--- src/rtl/cpu_arch_pkg.sv ---
package cpu_arch_pkg;

    // Width codes of the write port
    typedef enum logic [1:0] {
        SZ_BYTE     = 2'd0,
        SZ_HALF     = 2'd1,
        SZ_WORD     = 2'd2,
        SZ_WORD_ALT = 2'd3
    } wsize_e;

    // Boot sequencer states
    typedef enum logic {
        BOOT_FETCH = 1'b0,
        BOOT_RUN   = 1'b1
    } boot_e;

    // Status word; field order is visible at psr_o
    typedef struct packed {
        logic [2:0] il;
        logic       ie;
        logic       c;
        logic       v;
        logic       z;
        logic       n;
    } psr_t;

    localparam int FLAG_CNT = 4;

endpackage

--- src/rtl/wdata_extend.sv ---
module wdata_extend
    import cpu_arch_pkg::*;
#(
    parameter int XLEN = 24
) (
    input  logic [XLEN-1:0] raw_i,
    input  wsize_e          size_i,
    input  logic            sgn_i,
    output logic [XLEN-1:0] ext_o
);
    localparam int BYTE_W = 8;
    localparam int HALF_W = 16;

    logic fill_byte;
    logic fill_half;

    always_comb begin
        fill_byte = sgn_i & raw_i[BYTE_W-1];
        fill_half = sgn_i & raw_i[HALF_W-1];
        case (size_i)
            SZ_BYTE: ext_o = {{(XLEN-BYTE_W){fill_byte}}, raw_i[BYTE_W-1:0]};
            SZ_HALF: ext_o = {{(XLEN-HALF_W){fill_half}}, raw_i[HALF_W-1:0]};
            default: ext_o = raw_i;
        endcase
    end

    initial begin
        assert (XLEN > HALF_W) else $error("AST_XLEN_WIDE: width too small");
    end
endmodule

--- src/rtl/gpr_bank.sv ---
module gpr_bank
#(
    parameter int XLEN           = 24,
    parameter int NREG           = 8,
    parameter int NRD            = 2,
    parameter bit CLEAR_ON_RESET = 1'b1
) (
    input  logic                     clk,
    input  logic                     rst_n,
    input  logic                     we_i,
    input  logic [$clog2(NREG)-1:0]  waddr_i,
    input  logic [XLEN-1:0]          wdata_i,
    input  logic [NRD-1:0][$clog2(NREG)-1:0] raddr_i,
    output logic [NRD-1:0][XLEN-1:0] rdata_o
);
    localparam int AW = $clog2(NREG);

    typedef struct packed {
        logic [NREG-1:0][XLEN-1:0] regs;
    } bank_t;

    bank_t bank_d, bank_q;

    always_comb begin
        bank_d = bank_q;
        if (we_i) begin
            bank_d.regs[waddr_i] = wdata_i;
        end
    end

    generate
        if (CLEAR_ON_RESET) begin : g_clear
            always_ff @(posedge clk or negedge rst_n) begin
                if (!rst_n) bank_q <= '0;
                else        bank_q <= bank_d;
            end
        end else begin : g_noclear
            always_ff @(posedge clk) begin
                bank_q <= bank_d;
            end
        end
    endgenerate

    // Read ports, write-first
    generate
        for (genvar p = 0; p < NRD; p++) begin : g_rd
            logic hit;
            always_comb begin
                hit = we_i && (raddr_i[p] == waddr_i);
                rdata_o[p] = hit ? wdata_i : bank_q.regs[raddr_i[p]];
            end
        end
    endgenerate

    logic [AW-1:0] unused_aw;
    assign unused_aw = '0;

    AST_WRITE_LANDS: assert property (@(posedge clk) disable iff (!rst_n)
        we_i |=> (bank_q.regs[$past(waddr_i)] == $past(wdata_i)))
        else $error("write did not land");

    AST_IDLE_HOLDS: assert property (@(posedge clk) disable iff (!rst_n)
        !we_i |=> $stable(bank_q))
        else $error("bank changed without write");
endmodule

--- src/rtl/pc_unit.sv ---
module pc_unit
    import cpu_arch_pkg::*;
#(
    parameter int XLEN = 24,
    parameter int ISTEP = 2
) (
    input  logic            clk,
    input  logic            rst_n,
    input  logic [XLEN-1:0] vec_base_i,
    output logic            mem_req_o,
    output logic [XLEN-1:0] mem_addr_o,
    input  logic            mem_ack_i,
    input  logic [XLEN-1:0] mem_rdata_i,
    input  logic            step_i,
    input  logic            br_en_i,
    input  logic [XLEN-1:0] br_target_i,
    output logic            ready_o,
    output logic [XLEN-1:0] pc_o,
    output logic [XLEN-1:0] pc_link_o
);
    localparam logic [XLEN-1:0] EVEN_MASK = ~XLEN'(1);
    localparam logic [XLEN-1:0] STEP_INC  = XLEN'(ISTEP);

    typedef struct packed {
        boot_e           boot;
        logic [XLEN-1:0] pc;
    } seq_t;

    seq_t seq_d, seq_q;

    always_comb begin
        seq_d = seq_q;
        case (seq_q.boot)
            BOOT_FETCH: begin
                if (mem_ack_i) begin
                    seq_d.pc   = mem_rdata_i & EVEN_MASK;
                    seq_d.boot = BOOT_RUN;
                end
            end
            default: begin
                if (br_en_i)     seq_d.pc = br_target_i & EVEN_MASK;
                else if (step_i) seq_d.pc = seq_q.pc + STEP_INC;
            end
        endcase
    end

    always_ff @(posedge clk or negedge rst_n) begin
        if (!rst_n) begin
            seq_q.boot <= BOOT_FETCH;
            seq_q.pc   <= '0;
        end else begin
            seq_q <= seq_d;
        end
    end

    always_comb begin
        mem_req_o  = (seq_q.boot == BOOT_FETCH);
        mem_addr_o = vec_base_i;
        ready_o    = (seq_q.boot == BOOT_RUN);
        pc_o       = seq_q.pc;
        pc_link_o  = seq_q.pc + STEP_INC;
    end

    AST_REQ_HELD: assert property (@(posedge clk) disable iff (!rst_n)
        (mem_req_o && !mem_ack_i) |=> mem_req_o)
        else $error("boot request dropped early");

    AST_BOOT_LOAD: assert property (@(posedge clk) disable iff (!rst_n)
        (mem_req_o && mem_ack_i) |=> (ready_o && !mem_req_o && pc_o == ($past(mem_rdata_i) & EVEN_MASK)))
        else $error("boot vector not loaded");

    AST_BOOT_FROZEN: assert property (@(posedge clk) disable iff (!rst_n)
        (!ready_o && !mem_ack_i) |=> (!ready_o && $stable(pc_o)))
        else $error("pc moved during boot");

    AST_PC_STEP: assert property (@(posedge clk) disable iff (!rst_n)
        (ready_o && step_i && !br_en_i) |=> (pc_o == $past(pc_o) + STEP_INC))
        else $error("pc step wrong");

    AST_PC_BRANCH: assert property (@(posedge clk) disable iff (!rst_n)
        (ready_o && br_en_i) |=> (pc_o == ($past(br_target_i) & EVEN_MASK)))
        else $error("branch load wrong");

    AST_RUN_STAYS: assert property (@(posedge clk) disable iff (!rst_n)
        ready_o |=> ready_o)
        else $error("ready fell");
endmodule

--- src/rtl/status_reg.sv ---
module status_reg
    import cpu_arch_pkg::*;
(
    input  logic                clk,
    input  logic                rst_n,
    input  logic [FLAG_CNT-1:0] flag_we_i,
    input  logic [FLAG_CNT-1:0] flag_i,
    input  logic                ie_we_i,
    input  logic                ie_i,
    input  logic                il_we_i,
    input  logic [2:0]          il_i,
    output psr_t                psr_o
);
    psr_t psr_d, psr_q;
    logic [FLAG_CNT-1:0] fl_cur, fl_nxt;

    always_comb begin
        psr_d  = psr_q;
        fl_cur = {psr_q.c, psr_q.v, psr_q.z, psr_q.n};
        fl_nxt = fl_cur;
        for (int k = 0; k < FLAG_CNT; k++) begin
            if (flag_we_i[k]) fl_nxt[k] = flag_i[k];
        end
        {psr_d.c, psr_d.v, psr_d.z, psr_d.n} = fl_nxt;
        if (ie_we_i) psr_d.ie = ie_i;
        if (il_we_i) psr_d.il = il_i;
    end

    always_ff @(posedge clk or negedge rst_n) begin
        if (!rst_n) psr_q <= '0;
        else        psr_q <= psr_d;
    end

    assign psr_o = psr_q;

    AST_PSR_IDLE: assert property (@(posedge clk) disable iff (!rst_n)
        (flag_we_i == '0 && !ie_we_i && !il_we_i) |=> $stable(psr_q))
        else $error("status changed without enable");

    AST_IE_ISOLATED: assert property (@(posedge clk) disable iff (!rst_n)
        (ie_we_i && !il_we_i && flag_we_i == '0) |=>
            (psr_q.ie == $past(ie_i) && psr_q.il == $past(psr_q.il) && psr_q[3:0] == $past(psr_q[3:0])))
        else $error("ie write disturbed other fields");

    AST_IL_ISOLATED: assert property (@(posedge clk) disable iff (!rst_n)
        (il_we_i && !ie_we_i && flag_we_i == '0) |=>
            (psr_q.il == $past(il_i) && psr_q[4:0] == $past(psr_q[4:0])))
        else $error("il write disturbed other fields");
endmodule

--- src/rtl/cpu_arch_state.sv ---
module cpu_arch_state
    import cpu_arch_pkg::*;
#(
    parameter int XLEN           = 24,
    parameter int NREG           = 8,
    parameter bit CLEAR_ON_RESET = 1'b1
) (
    input  logic                     clk,
    input  logic                     rst_n,
    input  logic [XLEN-1:0]          vec_base_i,
    output logic                     mem_req_o,
    output logic [XLEN-1:0]          mem_addr_o,
    input  logic                     mem_ack_i,
    input  logic [XLEN-1:0]          mem_rdata_i,
    output logic                     ready_o,
    input  logic                     wr_en_i,
    input  logic [$clog2(NREG)-1:0]  wr_addr_i,
    input  logic [XLEN-1:0]          wr_data_i,
    input  logic [1:0]               wr_size_i,
    input  logic                     wr_signed_i,
    input  logic [$clog2(NREG)-1:0]  rd_a_addr_i,
    input  logic                     rd_a_pc_i,
    output logic [XLEN-1:0]          rd_a_data_o,
    input  logic [$clog2(NREG)-1:0]  rd_b_addr_i,
    output logic [XLEN-1:0]          rd_b_data_o,
    output logic [XLEN-1:0]          pc_o,
    input  logic                     step_i,
    input  logic                     br_en_i,
    input  logic [XLEN-1:0]          br_target_i,
    input  logic [FLAG_CNT-1:0]      flag_we_i,
    input  logic [FLAG_CNT-1:0]      flag_i,
    input  logic                     ie_we_i,
    input  logic                     ie_i,
    input  logic                     il_we_i,
    input  logic [2:0]               il_i,
    output logic [7:0]               psr_o
);
    localparam int AW  = $clog2(NREG);
    localparam int NRD = 2;

    logic [XLEN-1:0]          wdata_ext;
    logic [NRD-1:0][AW-1:0]   raddr;
    logic [NRD-1:0][XLEN-1:0] rdata;
    logic [XLEN-1:0]          pc_link;
    psr_t                     psr;

    wdata_extend #(.XLEN(XLEN)) u_ext (
        .raw_i  (wr_data_i),
        .size_i (wsize_e'(wr_size_i)),
        .sgn_i  (wr_signed_i),
        .ext_o  (wdata_ext)
    );

    assign raddr[0] = rd_a_addr_i;
    assign raddr[1] = rd_b_addr_i;

    gpr_bank #(
        .XLEN           (XLEN),
        .NREG           (NREG),
        .NRD            (NRD),
        .CLEAR_ON_RESET (CLEAR_ON_RESET)
    ) u_gpr (
        .clk     (clk),
        .rst_n   (rst_n),
        .we_i    (wr_en_i),
        .waddr_i (wr_addr_i),
        .wdata_i (wdata_ext),
        .raddr_i (raddr),
        .rdata_o (rdata)
    );

    pc_unit #(.XLEN(XLEN), .ISTEP(2)) u_pc (
        .clk         (clk),
        .rst_n       (rst_n),
        .vec_base_i  (vec_base_i),
        .mem_req_o   (mem_req_o),
        .mem_addr_o  (mem_addr_o),
        .mem_ack_i   (mem_ack_i),
        .mem_rdata_i (mem_rdata_i),
        .step_i      (step_i),
        .br_en_i     (br_en_i),
        .br_target_i (br_target_i),
        .ready_o     (ready_o),
        .pc_o        (pc_o),
        .pc_link_o   (pc_link)
    );

    status_reg u_psr (
        .clk       (clk),
        .rst_n     (rst_n),
        .flag_we_i (flag_we_i),
        .flag_i    (flag_i),
        .ie_we_i   (ie_we_i),
        .ie_i      (ie_i),
        .il_we_i   (il_we_i),
        .il_i      (il_i),
        .psr_o     (psr)
    );

    always_comb begin
        rd_a_data_o = rd_a_pc_i ? pc_link : rdata[0];
        rd_b_data_o = rdata[1];
        psr_o       = psr;
    end

    AST_PC_NO_SW_WRITE: assert property (@(posedge clk) disable iff (!rst_n)
        (ready_o && wr_en_i && !step_i && !br_en_i) |=> $stable(pc_o))
        else $error("register write moved pc");

    AST_PC_EVEN: assert property (@(posedge clk) disable iff (!rst_n)
        ready_o |-> (pc_o[0] == 1'b0))
        else $error("pc odd");
endmodule

--- config.mk ---
export PLATFORM = sky130hd
export DESIGN_NAME = cpu_arch_state
export DESIGN_NICKNAME = d
export VERILOG_FILES = /design/src/rtl/cpu_arch_pkg.sv /design/src/rtl/wdata_extend.sv /design/src/rtl/gpr_bank.sv /design/src/rtl/pc_unit.sv /design/src/rtl/status_reg.sv /design/src/rtl/cpu_arch_state.sv
export SDC_FILE = /design/constraint.sdc
export NUM_CORES = 1
export LEC_CHECK = 0
export ABC_AREA = 1
export BUFFER_PORTS_ARGS = -buffer_cell sky130_fd_sc_hd__buf_2
export CORE_UTILIZATION = 40
export DETAILED_ROUTE_END_ITERATION = 8
export GPL_ROUTABILITY_DRIVEN = 1
export GPL_TIMING_DRIVEN = 0
export PLACE_DENSITY = 0.6
export SYNTH_ARGS = -nofsm -noshare
export SYNTH_HDL_FRONTEND = slang
export SYNTH_SLANG_ARGS = --single-unit
--- constraint.sdc ---
create_clock -name clk -period 4.4 [get_ports clk]
set_input_delay 0.88 -clock clk [delete_from_list [all_inputs] [get_ports clk]]
set_output_delay 0.88 -clock clk [all_outputs]
set_load 0.02 [all_outputs]
==> results.yml, run 1 <==
logic_synthesis:
  yosysTopAreaCell: "dfrtp_1"
  synth_cells: 1911
  syn_area_per_cell_um2: 7.12
  synth.top_cell.area_share_pct: 41.2
  yosysMostFrequentCell: "o21ai_0"
  synth_area_leaders: "dfrtp_1 (41%), o21ai_0 (15%), nand2_1 (9.7%), nor2_1 (6.6%), a21oi_1 (5.0%)"
  yosys-top-cells-count: "o21ai_0 (407), nand2_1 (351), nor2_1 (239), dfrtp_1 (224), a21oi_1 (136)"
  syn_area_um2: 13600
  syn_nets: 2041
  ys_warn_count: 0
  synth-edff-count: 0
  synth_cell_types: 39
  yosysSeqAreaShare_pct: 41.2
  synthFlopType: "dfrtp_1"
  async_reset_ff_share_pct: 100
  synth-seq-cells: 224
status:
  failed_checks: "negative setup slack"
  status: "complete, but fails checks"
final_layout:
  syn_to_final_growth_pct: 18.8
  num_antenna_cells: 0
  final_cell_area_um2: 16200
  drive_gt1_share_pct: 18.9
  layout.nets: 2271
  post-route-util_pct: 48.2
placed_design:
  hpwl_um: 44400
  gp_congestion: 1.02
  port_buffers: 200
  pre_cts_slack_ns: 0.335
  place_area_um2: 15200
global_route:
  grtUsageTotal_pct: 35.1
  antenna_found_initial: 1
  grt_pass1_vias: 14500
  grt_pass1_wl_um: 92100
  grt_overflow: 0
  grt_max_degree: 116
detailed_routing:
  drt_iter0_drc: 2405
  vias_per_cell: 5.99
  wl_per_cell_um: 23.8
  route.detailed.drc: 0
  drt_first_pass_iters: 8
  postRouteAntennaNets: 0
  wirelength_um: 62100
  vias: 15600
clock_network:
  clock_latency_ns: 0.55
  cts.sinks: 224
  htree_levels: 1
  clkSlewWorstSetupHoldPaths_ns: 0.06
  ctsResizeCount: 0
  cts_buffers: 26
  ctsHoldBuffers: 0
  root_buffer: "clkbuf_16"
  clockBufferDepth: 3
  cts_tree: "done"
  post-cts-setup-buffers: 0
floorplanning:
  dieArea_um2: 34800
  coreArea_um2: 33500
  start_util_pct: 40.6
  fp.dieH_um: 186
  io_pins: 235
  die_w_um: 186
  fp-row-count: 67
power_and_ir_drop:
  finalPower_mw: 6.99
  ir_drop_mv: 0.380
  power.static_leakage_nw: 7.52
  p_per_area_nw_per_um2: 432
timing:
  rsz0062_at_grt: "false"
  hold_viol: 0
  tightest_slew_ns: 1.06
  clock.fmax_ghz: 0.227
  skew_ns: 0.0102
  setup_violations: 1
  fin_crit_sh_pct: 100
  finalMaxSlewViolations: 0
  timing.final.ws_setup_ns: -0.00805
  holdWs_ns: 0.0975
  slew_headroom_pct: 29.5
  finalCriticalPeriod_ns: 4.41
setup_path:
  endpoint_kind: "output pin"
  worstPathArrival_ns: 3.53
  crit_fanout: 10
  critPathLaunchType: "input port"
  crit_type: "input port to output pin"
  required_ns: 3.52
worst_hold_path:
  hp-class: "input port to async pin"
flow_run:
  drv_cap: 0
[cell type report]
type,count,area (um2)
Timing Repair Buffer,202,1070
Buffer,160,848
Tap cell,448,561
Fill cell,3499,17400
Inverter,126,478
Multi-Input combinational cell,1401,6680
Clock inverter,13,200
Clock buffer,34,732
Sequential cell,224,5610
[routing by layer]
metal | up-vias | global-route usage [%] | share of wire (%)
met2 | 1091 | 52.9 | 43
met1 | 7407 | 47.3 | 39
met4 | 0 | 18.0 | 5.9
met3 | 252 | 7.94 | 12
li1 | 6878 | - | -
met5 | - | 0 | 0
[layout by cell type (no fill, tap or decap), types with 2 or more instances in the layout]
master / n
dfrtp_1: 224
clkinv_2: 7
buf_2: 260
clkbuf_2: 2
o211ai_2: 2
a21oi_2: 11
inv_1: 109
o211ai_1: 28
xor2_1: 5
nand2_1: 351
clkbuf_1: 59
buf_1: 3
mux2_2: 8
a22oi_1: 6
and2_1: 2
clkbuf_16: 27
xnor2_1: 3
clkinv_1: 2
nor2_1: 239
nand2_4: 2
a31oi_1: 36
bufinv_16: 5
nor2_4: 6
buf_16: 2
nor2_2: 10
clkbuf_8: 3
inv_2: 12
o21ai_0: 407
o22ai_1: 25
nand4_1: 4
o21ai_1: 25
nand3_1: 83
buf_6: 6
buf_4: 33
nand2_2: 6
a21oi_1: 136
[final timing paths]
check,cells past startpoint,to,start,slack (ns)
min reg2reg,2,u_gpr.bank_q[133],u_gpr.bank_q[133],0.49
min,1,u_pc.ready_o,rst_n,0.1
min in group clk,2,u_gpr.bank_q[133],u_gpr.bank_q[133],0.49
max reg2reg,8,u_pc.pc_o[15],u_pc.pc_o[1],2.65
max in group asynchronous,3,u_gpr.bank_q[40],rst_n,2.96
max,7,rd_b_data_o[23],rd_b_addr_i[2],-0.008
[per-stage QoR]
| step | TNS, ns | std cells |
|---|---|---|
| 6_report | -0.00805 | 2608 |
| 5_1_grt | 0 | 2608 |
| 4_1_cts | 0 | 2608 |
| 3_5_place_dp | 0 | 2561 |
| 3_3_place_gp | -375.57 | 2559 |
| 2_1_floorplan | 0 | 1911 |
[critical path, cell delays in order]
cell	delay, ns
buf_2	0.13
inv_1	0.07
clkbuf_1	0.66
clkbuf_1	0.79
o21ai_0	0.36
o22ai_1	0.39
buf_2	0.24
[cells by family after synthesis]
kind of cell,synth area share [%]
AOI/OAI and AO/OA,26.4
xor gates and xnor gates,0.515
adders and majority gates,0.0919
buffers and inverters,9.74
DFF,41.2
muxes,0.662
other,0.0275
and+or+nand+nor,21.3
[power by group]
part / switching [mW] / internal [mW] / leakage, nW
Combinational: 1.23 / 0.588 / 4.31
Sequential: 0.306 / 2.44 / 2.75
Clock: 0.964 / 1.46 / 0.458
[registers in the layout, indices dropped and copies added, names as in the netlist]
signal and flops:
u_pc.ready_o 1, u_pc.pc_o 23, u_gpr.bank_q 192, u_psr.psr_o 8
Power figures use the tool's default switching activity.
==> run 2, diff against run 1 <==
- BUFFER_PORTS_ARGS: -buffer_cell sky130_fd_sc_hd__buf_2 -> -buffer_cell sky130_fd_sc_hd__clkbuf_2
==> run 2 against run 1 <==
Effect of this change:
- the flow now finishes without violations
- register-to-register slack barely moved
- cell area barely moved
- combinational power barely moved
- cell count rose by 0.19%
- total power fell by 0.95%
- clock skew rose by 0.0021 ns
- worst hold slack improved by 0.11 ns
- via count fell by 0.22%
- core utilization barely moved
- highest routed layer is now met5
- clock-buffer cell count rose by 8
- largest cell class unchanged
- first-iteration DRC count fell by 0.58%
- maximum frequency rose by 2.7%
- critical endpoint unchanged
==> results.yml, run 2 (synthesized netlist as in run 1, its figures left out) <==
status:
  status: "finished clean"
clock_network:
  cts_buffers: 28
  post-cts-setup-buffers: 0
  ctsHoldBuffers: 0
  root_buffer: "clkbuf_16"
  clockBufferDepth: 3
  htree_levels: 1
  cts.sinks: 224
  cts_tree: "done"
  clock_latency_ns: 0.56
  ctsResizeCount: 0
  clkSlewWorstSetupHoldPaths_ns: 0.06
timing:
  finalCriticalPeriod_ns: 4.29
  clock.fmax_ghz: 0.233
  timing.final.ws_setup_ns: 0.107
  hold_viol: 0
  tightest_slew_ns: 1.08
  fin_crit_sh_pct: 97.6
  slew_headroom_pct: 27.8
  rsz0062_at_grt: "false"
  skew_ns: 0.0123
  finalMaxSlewViolations: 0
  setup_violations: 0
setup_path:
  r2r_slack_ns: 2.64
  critPathTopFamily: "buffers and inverters"
  cpPeakStageDelay_ns: 0.70
  cpMaxStageDelayCell: "clkbuf_1"
  endpoint_kind: "output pin"
  crit_start: "rd_b_addr_i[2]"
  crit_chain: "clkbuf_2 > inv_1 > clkbuf_1 > clkbuf_1 > o21ai_0 > o22ai_1 > clkbuf_2"
  required_ns: 3.52
  crit_type: "input port to output pin"
  crit_fanout: 10
  critical_path_buf_inv_count: 5
  worstPathArrival_ns: 3.41
  timing.rr.end: "u_pc.pc_o[15]"
  reg2reg_depth: 8
  rr_startpoint: "u_pc.pc_o[1]"
  critPathLaunchType: "input port"
  cp-endpoint: "rd_b_data_o[23]"
  cp.depth: 7
power_and_ir_drop:
  p_per_area_nw_per_um2: 428
  p_switching_mw: 2.51
  power_frac_comb_pct: 26.2
  ir_drop_mv: 0.337
  swShare_pct: 36.3
  internal_power_mw: 4.41
  finalPower_mw: 6.92
  p_seq_share_pct: 39.8
  power.share.clock_pct: 34.0
  power.static_leakage_nw: 7.57
detailed_routing:
  drt_iter0_drc: 2391
  vias: 15600
  drt_first_pass_iters: 7
  wl_per_cell_um: 23.6
  route.detailed.drc: 0
  vias_per_cell: 5.97
  wirelength_um: 61700
  postRouteAntennaNets: 0
final_layout:
  layout.nets: 2273
  ff_latch_area_um2: 5610
  mostFrequentLayoutCells: "o21ai_0 (407), nand2_1 (351), nor2_1 (239), dfrtp_1 (224), clkbuf_2 (201)"
  num_antenna_cells: 0
  final_cells: 2613
  final_common_cell: "o21ai_0"
  top_register: "u_gpr.bank_q"
  multi_input_area_um2: 6680
  largest_reg_flops: 192
  syn_to_final_growth_pct: 18.8
  drive_gt1_share_pct: 19.0
  nFillCells: 3464
floorplanning:
  fp-row-count: 67
  fp.dieH_um: 186
  coreArea_um2: 33500
  io_pins: 235
  die_w_um: 186
  dieArea_um2: 34800
  start_util_pct: 40.6
placed_design:
  gp_congestion: 1.05
  pre_cts_slack_ns: 0.405
  hpwl_um: 44300
  dpl.cell_count: 2561
  port_buffers: 200
global_route:
  grt_overflow: 0
  antenna_found_initial: 1
  grt_pass1_vias: 14500
  grtUsageTotal_pct: 34.7
  grt_max_degree: 111
  grt_pass1_wl_um: 90700
flow_run:
  drv_cap: 0
worst_hold_path:
  hp-class: "input port to async pin"
-- run 2: cell count changes in the layout (fill, tap and decap cells not counted), sizes merged --
cell      change
clkbuf      +208
buf         -200
bufinv        -4
clkinvlp      +1
-- run 2: cell type report --
class / count / share of cell area (%)
repair buffers: 202 / 6.58
inverters: 126 / 2.96
plain buffers: 160 / 5.25
clock inverters: 10 / 0.542
well taps: 448 / 3.47
multi-input cells: 1401 / 41.3
flip-flops and latches: 224 / 34.7
clock buffers: 42 / 5.22
-- run 2: per-layer routing --
layer	track usage, %	part of all wire (%)
met3	8.71	12
met5	0	0.021
met1	46.5	40
met2	51.5	42
met4	18.1	5.9
-- run 2: worst min-delay path by stage --
| stage | to | slack (ns) | start |
|---|---|---|---|
| after floorplan | u_gpr.bank_q[129] | 0.45 | u_gpr.bank_q[129] |
| after global placement | u_gpr.bank_q[42] | 0.47 | u_gpr.bank_q[42] |
| after detailed placement | u_gpr.bank_q[33] | 0.47 | u_gpr.bank_q[33] |
| after CTS | u_pc.pc_o[2] | 0.21 | rst_n |
| after global routing | u_pc.pc_o[2] | 0.23 | rst_n |
| final | u_pc.ready_o | 0.20 | rst_n |
-- run 2: worst reg2reg max path, cell delays in order, from the launching register on --
cell	delay (ns)
dfrtp_1	0.42
ha_1	0.21
nand2_1	0.08
nor2_2	0.18
nand2_1	0.19
o21ai_0	0.27
nand3_1	0.14
nand2_1	0.10
a21oi_1	0.06
-- run 2: power groups by stage --
stage	Combinational [mW]	Clock [mW]	Sequential [mW]
floorplan	1.09	0	2.71
global placement	1.72	0	2.77
CTS	1.76	2.35	2.74
global route	1.98	2.43	2.79
detailed placement	1.76	0	2.77
finish	1.81	2.35	2.76
-- run 2: per-stage QoR --
step                cell area, um2  util [%]  hold slack, ns  TNS [ns]
global placement             15200      45.3           0.470   -504.81
finish                       16200      48.2           0.203         0
global route                 16200      48.2           0.233         0
CTS                          16200      48.2           0.211         0
floorplan                    13600         -           0.453         0
detailed placement           15200      45.4           0.475         0
==> run 3, diff against run 2 <==
- CORE_MARGIN: not set -> 2
==> run 3 against run 2 <==
Effect of this change:
- via count hardly changed
- cell count hardly changed
- combinational power hardly changed
- core utilization hardly changed
- critical path type unchanged
- non-clock buffer count stayed put
- setup slack better by 0.23 ns
- wire length is 1.9% higher
- total power hardly changed
- clock power hardly changed
- highest routed layer is now met4
- critical endpoint unchanged
==> results.yml, run 3 (synthesized netlist as in run 1, its figures left out) <==
status:
  status: "finished clean"
power_and_ir_drop:
  p_per_area_nw_per_um2: 428
  power.static_leakage_nw: 7.57
  finalPower_mw: 6.92
  ir_drop_mv: 0.376
setup_path:
  cpPeakStageDelay_ns: 0.74
  critPathLaunchType: "input port"
  crit_type: "input port to output pin"
  cpMaxStageDelayCell: "clkbuf_1"
  crit_chain: "clkbuf_2 > inv_1 > clkbuf_1 > clkbuf_1 > o21ai_0 > o22ai_1 > clkbuf_2"
  endpoint_kind: "output pin"
  crit_fanout: 10
  required_ns: 3.52
  worstPathArrival_ns: 3.18
flow_run:
  drv_cap: 0
timing:
  tightest_slew_ns: 1.10
  fin_crit_sh_pct: 92.3
  finalMaxSlewViolations: 0
  setup_violations: 0
  finalCriticalPeriod_ns: 4.06
  slew_headroom_pct: 26.8
  clock.fmax_ghz: 0.246
  skew_ns: 0.00566
  hold_viol: 0
  rsz0062_at_grt: "false"
placed_design:
  dpl.cell_count: 2561
  hpwl_um: 45900
  place_area_um2: 15200
  port_buffers: 200
  gp_congestion: 1.02
clock_network:
  ctsHoldBuffers: 0
  cts.sinks: 224
  ctsResizeCount: 0
  cts_tree: "done"
  root_buffer: "clkbuf_16"
  clkSlewWorstSetupHoldPaths_ns: 0.06
  post-cts-setup-buffers: 0
  htree_levels: 1
  cts_buffers: 28
  clockBufferDepth: 3
  clock_latency_ns: 0.56
detailed_routing:
  vias_per_cell: 5.98
  wirelength_um: 62900
  drt_iter0_drc: 2157
  vias: 15600
  route.detailed.drc: 0
  drt_first_pass_iters: 9
  wl_per_cell_um: 24.1
  postRouteAntennaNets: 0
global_route:
  grtUsageTotal_pct: 35.0
  antenna_found_initial: 0
  grt_pass1_wl_um: 93200
  grt_pass1_vias: 14600
  grt_max_degree: 83
  grt_overflow: 0
final_layout:
  final_cell_area_um2: 16200
  final_common_cell: "o21ai_0"
  syn_to_final_growth_pct: 18.8
  largest_reg_flops: 192
  post-route-util_pct: 48.2
  nFillCells: 3461
  num_antenna_cells: 0
  mostFrequentLayoutCells: "o21ai_0 (407), nand2_1 (351), nor2_1 (239), dfrtp_1 (224), clkbuf_2 (201)"
  final_cells: 2611
  drive_gt1_share_pct: 19.0
  top_register: "u_gpr.bank_q"
  layout.nets: 2273
floorplanning:
  fp-row-count: 67
  io_pins: 235
  start_util_pct: 40.6
  die_w_um: 188
  coreArea_um2: 33500
  dieArea_um2: 35500
  fp.dieH_um: 188
worst_hold_path:
  hp-class: "input port to async pin"
-- run 3: changes by cell type in the layout (fill, tap and decap cells not counted) --
cell | before | now
bufinv_16 | 1 | 2
clkbuf_1 | 61 | 60
clkbuf_8 | 8 | 7
clkinv_2 | 7 | 9
clkinv_4 | 1 | 0
clkinvlp_4 | 2 | 1
inv_6 | 1 | 0
-- run 3: cell type report --
cell class | count | area, um2 | share of cell area (%)
Sequential cell | 224 | 5610 | 34.7
Clock buffer | 40 | 827 | 5.11
Timing Repair Buffer | 202 | 1060 | 6.59
Inverter | 126 | 478 | 2.96
Buffer | 160 | 848 | 5.25
Clock inverter | 10 | 103 | 0.635
Multi-Input combinational cell | 1401 | 6680 | 41.3
Tap cell | 448 | 561 | 3.47
-- run 3: power by group --
part | leakage, nW | switching (mW) | internal (mW) | total [mW]
sequential | 2.75 | 0.316 | 2.44 | 2.76
combinational | 4.36 | 1.23 | 0.585 | 1.81
clock | 0.462 | 0.944 | 1.41 | 2.35
-- run 3: per-stage QoR --
step                      setup slack (ns)  hold WS (ns)  setup TNS (ns)
after global routing                 0.351         0.360               0
after global placement               -2.24         0.469         -495.89
final                                0.340         0.295               0
after detailed placement             0.483         0.476               0
after CTS                            0.472         0.333               0
after floorplan                       1.41         0.453               0
-- run 3: routing by layer --
metal | vias up | part of all wire (%) | track usage (%)
met1 | 7428 | 40 | 48.0
met5 | - | 0 | 0
met4 | 0 | 6.2 | 18.6
li1 | 6867 | - | -
met3 | 244 | 12 | 7.04
met2 | 1065 | 42 | 52.0
-- run 3: final timing paths --
path / startpoint / end / slack (ns) / cells after the start
setup / recovery: rd_b_addr_i[2] / rd_b_data_o[23] / 0.34 / 7
hold / removal: rst_n / u_psr.psr_o[1] / 0.30 / 1
setup reg to reg: u_pc.pc_o[2] / u_pc.pc_o[15] / 2.62 / 8
hold reg to reg: u_gpr.bank_q[142] / u_gpr.bank_q[142] / 0.49 / 2
max in group asynchronous: rst_n / u_gpr.bank_q[123] / 2.91 / 3
min in group clk: u_gpr.bank_q[142] / u_gpr.bank_q[142] / 0.49 / 2
-- run 3: critical path, delay by kind of cell --
| family | cells | cell delay [ns] |
|---|---|---|
| compound gates | 2 | 0.53 |
| buf+inv | 5 | 1.75 |
